## config.mk

```make
export PLATFORM = sky130hd
export DESIGN_NAME = dbl_dma_chan
export DESIGN_NICKNAME = d
export VERILOG_FILES = /design/src/rtl/dbl_dma_pkg.sv /design/src/rtl/dbl_dma_ctrl.sv /design/src/rtl/dbl_dma_side.sv /design/src/rtl/dbl_dma_arb.sv /design/src/rtl/dbl_dma_chan.sv
export SDC_FILE = /design/constraint.sdc
export NUM_CORES = 1
export LEC_CHECK = 0
export CORE_MARGIN = 1.5
export CORE_UTILIZATION = 30
export CTS_BUF_LIST = sky130_fd_sc_hd__clkbuf_2 sky130_fd_sc_hd__clkbuf_4 sky130_fd_sc_hd__clkbuf_8
export DETAILED_ROUTE_END_ITERATION = 8
export PLACE_DENSITY = 0.58
export SLEW_MARGIN = 0
export SYNTH_ARGS = -nofsm -noshare
export SYNTH_HDL_FRONTEND = slang
export SYNTH_HIERARCHICAL = 1
export SYNTH_SLANG_ARGS = --single-unit
```

## constraint.sdc

```tcl
create_clock -name clk -period 4.05 [get_ports clk]
set_input_delay 0.81 -clock clk [delete_from_list [all_inputs] [get_ports clk]]
set_output_delay 0.81 -clock clk [all_outputs]
set_load 0.05 [all_outputs]
```

## src/rtl/dbl_dma_pkg.sv

```systemverilog
package dbl_dma_pkg;

    localparam int PTR_W  = 32;
    localparam int CNT_W  = 16;
    localparam int DATA_W = 16;
    localparam int N_SIDE = 2;
    localparam int SIDE_RX = 0;
    localparam int SIDE_TX = 1;

    typedef enum logic [3:0] {
        IDX_RX_PTR  = 4'd0,
        IDX_RX_CNT  = 4'd1,
        IDX_TX_PTR  = 4'd2,
        IDX_TX_CNT  = 4'd3,
        IDX_RXQ_PTR = 4'd4,
        IDX_RXQ_CNT = 4'd5,
        IDX_TXQ_PTR = 4'd6,
        IDX_TXQ_CNT = 4'd7,
        IDX_CTRL    = 4'd8,
        IDX_STATE   = 4'd9
    } reg_idx_e;

    localparam int N_REGS = 10;

    // control word bit positions (decoded by software, so fixed)
    localparam int CB_RX_ON  = 0;
    localparam int CB_RX_OFF = 1;
    localparam int CB_TX_ON  = 8;
    localparam int CB_TX_OFF = 9;

    // per-slot write strobes within a direction
    typedef struct packed {
        logic q_cnt;
        logic q_ptr;
        logic cur_cnt;
        logic cur_ptr;
    } side_wr_t;

    typedef struct packed {
        logic [PTR_W-1:0] cur_ptr;
        logic [CNT_W-1:0] cur_cnt;
        logic [PTR_W-1:0] q_ptr;
        logic [CNT_W-1:0] q_cnt;
    } side_state_t;

    function automatic logic [PTR_W-1:0] unit_step(input logic wide);
        return wide ? PTR_W'(2) : PTR_W'(1);
    endfunction

    function automatic logic [3:0] cur_ptr_idx(input int side);
        return 4'(2 * side);
    endfunction

    function automatic logic [3:0] q_ptr_idx(input int side);
        return 4'(4 + 2 * side);
    endfunction

endpackage

```

## src/rtl/dbl_dma_ctrl.sv

```systemverilog
module dbl_dma_ctrl
    import dbl_dma_pkg::*;
(
    input  logic        clk,
    input  logic        rst,
    input  logic        ctrl_wr,
    input  logic [31:0] wdata,
    output logic [N_SIDE-1:0] dir_en
);

    logic [N_SIDE-1:0] on_req;
    logic [N_SIDE-1:0] off_req;

    always_comb begin
        on_req  = '0;
        off_req = '0;
        on_req[SIDE_RX]  = wdata[CB_RX_ON];
        off_req[SIDE_RX] = wdata[CB_RX_OFF];
        on_req[SIDE_TX]  = wdata[CB_TX_ON];
        off_req[SIDE_TX] = wdata[CB_TX_OFF];
    end

    for (genvar s = 0; s < N_SIDE; s++) begin : g_en
        always_ff @(posedge clk) begin
            if (rst) begin
                dir_en[s] <= 1'b0;
            end else if (ctrl_wr) begin
                if (off_req[s]) begin
                    dir_en[s] <= 1'b0;
                end else if (on_req[s]) begin
                    dir_en[s] <= 1'b1;
                end
            end
        end
    end

endmodule

```

## src/rtl/dbl_dma_side.sv

```systemverilog
module dbl_dma_side
    import dbl_dma_pkg::*;
(
    input  logic        clk,
    input  logic        rst,
    input  side_wr_t    wr,
    input  logic [31:0] wdata,
    input  logic        wide,
    input  logic        enable,
    input  logic        ready,
    input  logic        grant,
    output side_state_t st,
    output logic        req,
    output logic        end_flag,
    output logic        done_flag
);

    logic cur_zero;
    logic q_zero;
    logic touched;
    logic promote;
    logic step;

    assign cur_zero  = (st.cur_cnt == '0);
    assign q_zero    = (st.q_cnt == '0);
    assign touched   = |wr;
    assign promote   = cur_zero && !q_zero && !touched;
    assign step      = grant && !cur_zero;
    assign req       = enable && !cur_zero && ready;
    assign end_flag  = cur_zero;
    assign done_flag = cur_zero && q_zero;

    always_ff @(posedge clk) begin
        if (rst) begin
            st <= '0;
        end else begin
            // current pointer
            if (wr.cur_ptr) begin
                st.cur_ptr <= wdata[PTR_W-1:0];
            end else if (promote) begin
                st.cur_ptr <= st.q_ptr;
            end else if (step) begin
                st.cur_ptr <= st.cur_ptr + unit_step(wide);
            end
            // current count
            if (wr.cur_cnt) begin
                st.cur_cnt <= wdata[CNT_W-1:0];
            end else if (promote) begin
                st.cur_cnt <= st.q_cnt;
            end else if (step) begin
                st.cur_cnt <= st.cur_cnt - CNT_W'(1);
            end
            // queued slot
            if (wr.q_ptr) begin
                st.q_ptr <= wdata[PTR_W-1:0];
            end
            if (wr.q_cnt) begin
                st.q_cnt <= wdata[CNT_W-1:0];
            end else if (promote) begin
                st.q_cnt <= '0;
            end
        end
    end

endmodule

```

## src/rtl/dbl_dma_arb.sv

```systemverilog
module dbl_dma_arb
    import dbl_dma_pkg::*;
(
    input  logic [N_SIDE-1:0] req,
    input  logic              bus_gnt,
    output logic [N_SIDE-1:0] gnt,
    output logic              pick_rx,
    output logic              any_req
);

    assign pick_rx = req[SIDE_RX];
    assign any_req = |req;

    always_comb begin
        gnt = '0;
        if (bus_gnt) begin
            if (pick_rx) begin
                gnt[SIDE_RX] = 1'b1;
            end else if (req[SIDE_TX]) begin
                gnt[SIDE_TX] = 1'b1;
            end
        end
    end

endmodule

```

## src/rtl/dbl_dma_chan.sv

```systemverilog
module dbl_dma_chan
    import dbl_dma_pkg::*;
#(
    parameter int ADDR_W   = 12,
    parameter int REG_BASE = 'h100
) (
    input  logic              clk,
    input  logic              rst,
    input  logic              reg_wr,
    input  logic [ADDR_W-1:0] reg_addr,
    input  logic [31:0]       reg_wdata,
    output logic [31:0]       reg_rdata,
    input  logic              wide_words,
    input  logic              periph_rx_full,
    input  logic [15:0]       periph_rx_data,
    input  logic              periph_tx_empty,
    output logic              rx_take,
    output logic              tx_load,
    output logic [15:0]       tx_data,
    output logic              bus_req,
    output logic              bus_we,
    output logic [31:0]       bus_addr,
    output logic              bus_hsize,
    output logic [15:0]       bus_wdata,
    input  logic [15:0]       bus_rdata,
    input  logic              bus_gnt,
    output logic              rx_end_flag,
    output logic              rx_bufs_done,
    output logic              tx_end_flag,
    output logic              tx_bufs_done
);

    localparam logic [ADDR_W-1:0] BASE_A = ADDR_W'(REG_BASE);

    logic [ADDR_W-1:0] offs;
    logic              in_win;
    logic [3:0]        idx;
    logic              ctrl_wr;

    side_state_t       st       [N_SIDE];
    side_wr_t          side_wr  [N_SIDE];
    logic [N_SIDE-1:0] side_req;
    logic [N_SIDE-1:0] side_gnt;
    logic [N_SIDE-1:0] side_end;
    logic [N_SIDE-1:0] side_done;
    logic [N_SIDE-1:0] dir_en;
    logic [N_SIDE-1:0] ready;
    logic              pick_rx;
    logic              any_req;

    // register address decode
    assign offs   = reg_addr - BASE_A;
    assign in_win = (reg_addr >= BASE_A) && (offs[1:0] == 2'b00)
                    && ((offs >> 2) < ADDR_W'(N_REGS));
    assign idx    = in_win ? offs[5:2] : 4'hF;
    assign ctrl_wr = reg_wr && (idx == IDX_CTRL);

    assign ready[SIDE_RX] = periph_rx_full;
    assign ready[SIDE_TX] = periph_tx_empty;

    dbl_dma_ctrl u_ctrl (
        .clk     (clk),
        .rst     (rst),
        .ctrl_wr (ctrl_wr),
        .wdata   (reg_wdata),
        .dir_en  (dir_en)
    );

    for (genvar s = 0; s < N_SIDE; s++) begin : g_side
        always_comb begin
            side_wr[s].cur_ptr = reg_wr && (idx == cur_ptr_idx(s));
            side_wr[s].cur_cnt = reg_wr && (idx == cur_ptr_idx(s) + 4'd1);
            side_wr[s].q_ptr   = reg_wr && (idx == q_ptr_idx(s));
            side_wr[s].q_cnt   = reg_wr && (idx == q_ptr_idx(s) + 4'd1);
        end

        dbl_dma_side u_side (
            .clk       (clk),
            .rst       (rst),
            .wr        (side_wr[s]),
            .wdata     (reg_wdata),
            .wide      (wide_words),
            .enable    (dir_en[s]),
            .ready     (ready[s]),
            .grant     (side_gnt[s]),
            .st        (st[s]),
            .req       (side_req[s]),
            .end_flag  (side_end[s]),
            .done_flag (side_done[s])
        );
    end

    dbl_dma_arb u_arb (
        .req     (side_req),
        .bus_gnt (bus_gnt),
        .gnt     (side_gnt),
        .pick_rx (pick_rx),
        .any_req (any_req)
    );

    // bus side
    assign bus_req   = any_req;
    assign bus_we    = pick_rx;
    assign bus_addr  = pick_rx ? st[SIDE_RX].cur_ptr : st[SIDE_TX].cur_ptr;
    assign bus_hsize = wide_words;
    assign bus_wdata = periph_rx_data;
    assign rx_take   = side_gnt[SIDE_RX];
    assign tx_load   = side_gnt[SIDE_TX];
    assign tx_data   = bus_rdata;

    assign rx_end_flag  = side_end[SIDE_RX];
    assign rx_bufs_done = side_done[SIDE_RX];
    assign tx_end_flag  = side_end[SIDE_TX];
    assign tx_bufs_done = side_done[SIDE_TX];

    // read mux
    always_comb begin
        reg_rdata = '0;
        case (idx)
            IDX_RX_PTR:  reg_rdata = st[SIDE_RX].cur_ptr;
            IDX_RX_CNT:  reg_rdata = 32'(st[SIDE_RX].cur_cnt);
            IDX_TX_PTR:  reg_rdata = st[SIDE_TX].cur_ptr;
            IDX_TX_CNT:  reg_rdata = 32'(st[SIDE_TX].cur_cnt);
            IDX_RXQ_PTR: reg_rdata = st[SIDE_RX].q_ptr;
            IDX_RXQ_CNT: reg_rdata = 32'(st[SIDE_RX].q_cnt);
            IDX_TXQ_PTR: reg_rdata = st[SIDE_TX].q_ptr;
            IDX_TXQ_CNT: reg_rdata = 32'(st[SIDE_TX].q_cnt);
            IDX_STATE: begin
                reg_rdata[CB_RX_ON] = dir_en[SIDE_RX];
                reg_rdata[CB_TX_ON] = dir_en[SIDE_TX];
            end
            default:     reg_rdata = '0;
        endcase
    end

endmodule

```

==> results list <==
- TritonCTS built the clock tree.
- Vias per cell: 6.01
- After routing, the total negative slack on setup checks comes to 0 ps.
* Endpoint of the worst register-to-register path: g_side[1].u_side/st[93]
- The worst setup path is launched from a register.
- Hold path endpoint: g_side[0].u_side/st[23]
- Yosys mapped a number of flops with a built-in enable equal to 0.
* Detail Placement HPWL: 41400 µm
- The cell count after synthesis came out at 1556.
- Post-CTS Hold Fix Bufs: 0
- Worst setup slack for register-to-register paths: 380 ps
- At the worst endpoint, the required time is 3240 ps.
* IR drop worst, VDD: 0.146 mV
- Worst Setup Path Type: register to output port
* Leakage power: 0.00541 µW
- For the pin with the worst max-slew slack, the measured transition is 970 ps.
* Die outline area: 0.0442 mm²
- Worst path arrival time: 3150 ps
- Max-Slew Margin vs Limit: 35.3%
- Summed over all layers, the routed wires come to 55400 µm.
- The clock net in this run drives a total of 194 sinks.
- Die Span X: 210 µm
- Wire length per cell: 25.4 µm
- Clock-pin slew was measured on the worst setup and hold paths at 110 ps.
* Power density over cell area: 257 mW/mm²
- Setup repair after global routing missed its margin: false
- Longest Clk Path Bufs: 2
* Cell area after synthesis: 0.0129 mm²
- The library cell used most frequently in the layout, excluding fill and tap cells, is sky130_fd_sc_hd__dfxtp_1.
* Fill cell count: 4233
- In this run the tool buffered the top-level ports with 123 buffer cells.
- Weighted congestion at the end of routability-driven global placement: 0.983
- I/O pin count: 188
- Placement-stage cell area: 0.0152 mm²
* Sequential share of the synthesized area: 30.1%
- The via count of the first global-routing pass was 12200.
- Synth-to-Final Area Change: 21.5%
- Starting density of the core: 30.6%
- Synthesized area divided by synthesized cell count: 8.28 µm²
* Area taken by flip-flops and latches: 0.00389 mm²
* Share of the cycle needed by the critical path after routing: 97.8%
- Final layout net count: 1717
* Max Fclk: 0.253 GHz
* Antenna violations before repair: 1
* Number of cells traversed by the worst hold path: 2
* Standard-cell row count: 75
- The smallest clock period supported by the final layout is computed as 3960 ps.
- In this run the most critical hold path is launched from g_side[0].u_side/st[23].
- In this run the remaining antenna-violating nets after routing total 0.
- The clock reaches the later pin of the worst-skew pair after 480 ps.
- Number of synthesized register bits: 194
* Share of post-route cells with drive strength above 1: 18.1%
- In this run the number of H-tree levels came out at 4.
- Setup violations remaining at the end of the flow were counted as 0.
- Synthesis instantiated 96 different standard cells from the library.
* Hold Fails Final Rpt: 0
* Post-route cell area: 0.0156 mm²
* Detailed Route Iter0 Violations: 1786
- The worst setup path is captured at an output port.
- The startpoint identified for the worst register-to-register timing path is g_side[0].u_side/st[48].
- Pin count of the biggest net entering global routing: 79
- The total overflow left after global routing is 0.
- The routed layout has 13100 vias.
* Wire length of the first global-routing pass: 82000 µm
* Number of remaining DRC errors: 0
- The most used flip-flop cell after synthesis is sky130_fd_sc_hd__dfxtp_1.
- Number of nets produced by synthesis: 1647
- Total number of yosys warnings: 6
- The number of setup buffers added after CTS is 0.
* Die Span Y: 210 µm
- Critical-path maximum fanout: 7
- The number of clock buffers added by TritonCTS is 17.
- Clock root buffer master: sky130_fd_sc_hd__clkbuf_8
- The number of slew-limit violations in the final report is 0.
- Global routing used 24.8% of the available tracks across all layers.
- Core Box Area: 0.0421 mm²
- The multi-input combinational cells in the finished layout cover a total of 0.00817 mm².
- Measured in cells, the most critical reg-to-reg path has a length of 12.
- For this run, the detailed router's first-pass iteration total came to 6.
- Setup clock skew after layout: 17.6 ps
- The path class of the tightest hold or removal check is register to register.
- The flow ran to the end, and the final reports show no timing, DRC or antenna violations.
* Post-synthesis async set-or-reset flop share: 0%
- Max-cap violations in this run came to 0.
- Highest-count cells in the layout ignoring fill and taps: 192 x sky130_fd_sc_hd__dfxtp_1, 175 x sky130_fd_sc_hd__nor2_1, 134 x sky130_fd_sc_hd__nand2_1, 118 x sky130_fd_sc_hd__mux2i_1, 93 x sky130_fd_sc_hd__a21oi_1
## critical path, cell delays in order, from the launching register on
cell and delay [ps]:
sky130_fd_sc_hd__dfxtp_2 390, sky130_fd_sc_hd__inv_1 80, sky130_fd_sc_hd__ha_1 200, sky130_fd_sc_hd__or3b_4 430
sky130_fd_sc_hd__or4_4 580, sky130_fd_sc_hd__and3_4 250, sky130_fd_sc_hd__and3b_2 340, sky130_fd_sc_hd__buf_4 230
sky130_fd_sc_hd__buf_12 150
## cell usage after synthesis (all sizes together), types with 6 or more instances
master  number  share of area, %
dfxtp      194                30
nor2       180               5.3
nand2      138               4.1
mux2i      118               9.2
a21oi       94               3.7
buf         78               4.1
clkbuf      62               1.8
mux2        60               5.2
nand3       48               1.9
nor3        48               2.2
o21ai       44               1.7
nor4        40               2.3
xnor2       38               2.6
o22ai       35               2.1
inv         31              0.90
nand3b      31               1.8
nand4       24               1.4
a221oi      22               1.5
xor2        22               1.5
a211oi      21               1.2
o221ai      21               1.5
o211ai      20               1.2
a31oi       18              0.87
a22oi       13              0.76
and3        13              0.66
or4         12              0.76
and4         9              0.62
or3          8              0.43
nand2b       7              0.36
a21o         6              0.35
and2         6              0.31
ha           6              0.58
o32a         6              0.47
## registers in the layout, indices dropped and copies added (netlist names)
register	flops
u_ctrl/dir_en	2
g_side.u_side/st	192
## repair_timing
action | in CTS | in global routing
pin swaps | 0 | 0
setup endpoints to repair | 28 | 28
resized for setup | 4 | 4
## per-layer routing
layer	track usage (%)	wire length, µm
met5	0	0
met4	9.45	2010
met3	4.31	4650
met2	37.7	24700
met1	34.9	24100
## report_power, final
part           switching (µW)  internal, µW
logic                     449           263
registers                32.3          1920
clock network             758           592
total                    1240          2780
## cell families after synthesis
family | Yosys count | synth area share (%)
AND/OR/NAND/NOR | 581 | 23.5
XOR/XNOR | 60 | 4.08
multiplexers | 182 | 15.1
flip-flops | 194 | 30.1
adder cells (fa/ha/maj) | 8 | 0.894
buffers and inverters | 174 | 6.92
AO/OA/AOI/OAI | 357 | 19.4
## area by class of cell
class                           instances  share of cell area [%]
Clock buffer                           20                    1.72
Clock inverter                         11                   0.832
Sequential cell                       194                    24.8
Multi-Input combinational cell       1188                    52.2
Antenna cell                            1                  0.0160
Inverter                               34                   0.816
Tap cell                              539                    4.31
Timing Repair Buffer                  191                    15.3
## stage by stage
step | worst slack [ps] | instances | util (%) | hold WS, ps | power, µW
floorplan | 401 | 1556 | - | 462 | 2480
global placement | 168 | 2146 | 36.1 | 506 | 2690
detailed placement | 97.1 | 2146 | 36.1 | 511 | 2690
CTS | 25.4 | 2177 | 37.1 | 533 | 4030
global route | 28.2 | 2178 | 37.1 | 564 | 4150
finish | 89.9 | 2178 | 37.1 | 534 | 4020
## worst max path at each step
stage                            start                      end  slack [ps]  depth (start not counted)
3_5_place_dp               reg_addr[1]  g_side[0].u_side/st[60]         100                         11
2_1_floorplan  g_side[0].u_side/st[48]             bus_addr[10]         400                         10
5_1_grt        g_side[0].u_side/st[48]              bus_addr[0]          30                          8
3_3_place_gp               reg_addr[1]  g_side[0].u_side/st[60]         170                         11
6_report       g_side[0].u_side/st[48]                  tx_load          90                          8
4_1_cts        g_side[0].u_side/st[48]              bus_addr[0]          30                          8
No activity file was read; power rests on OpenSTA's default activity.
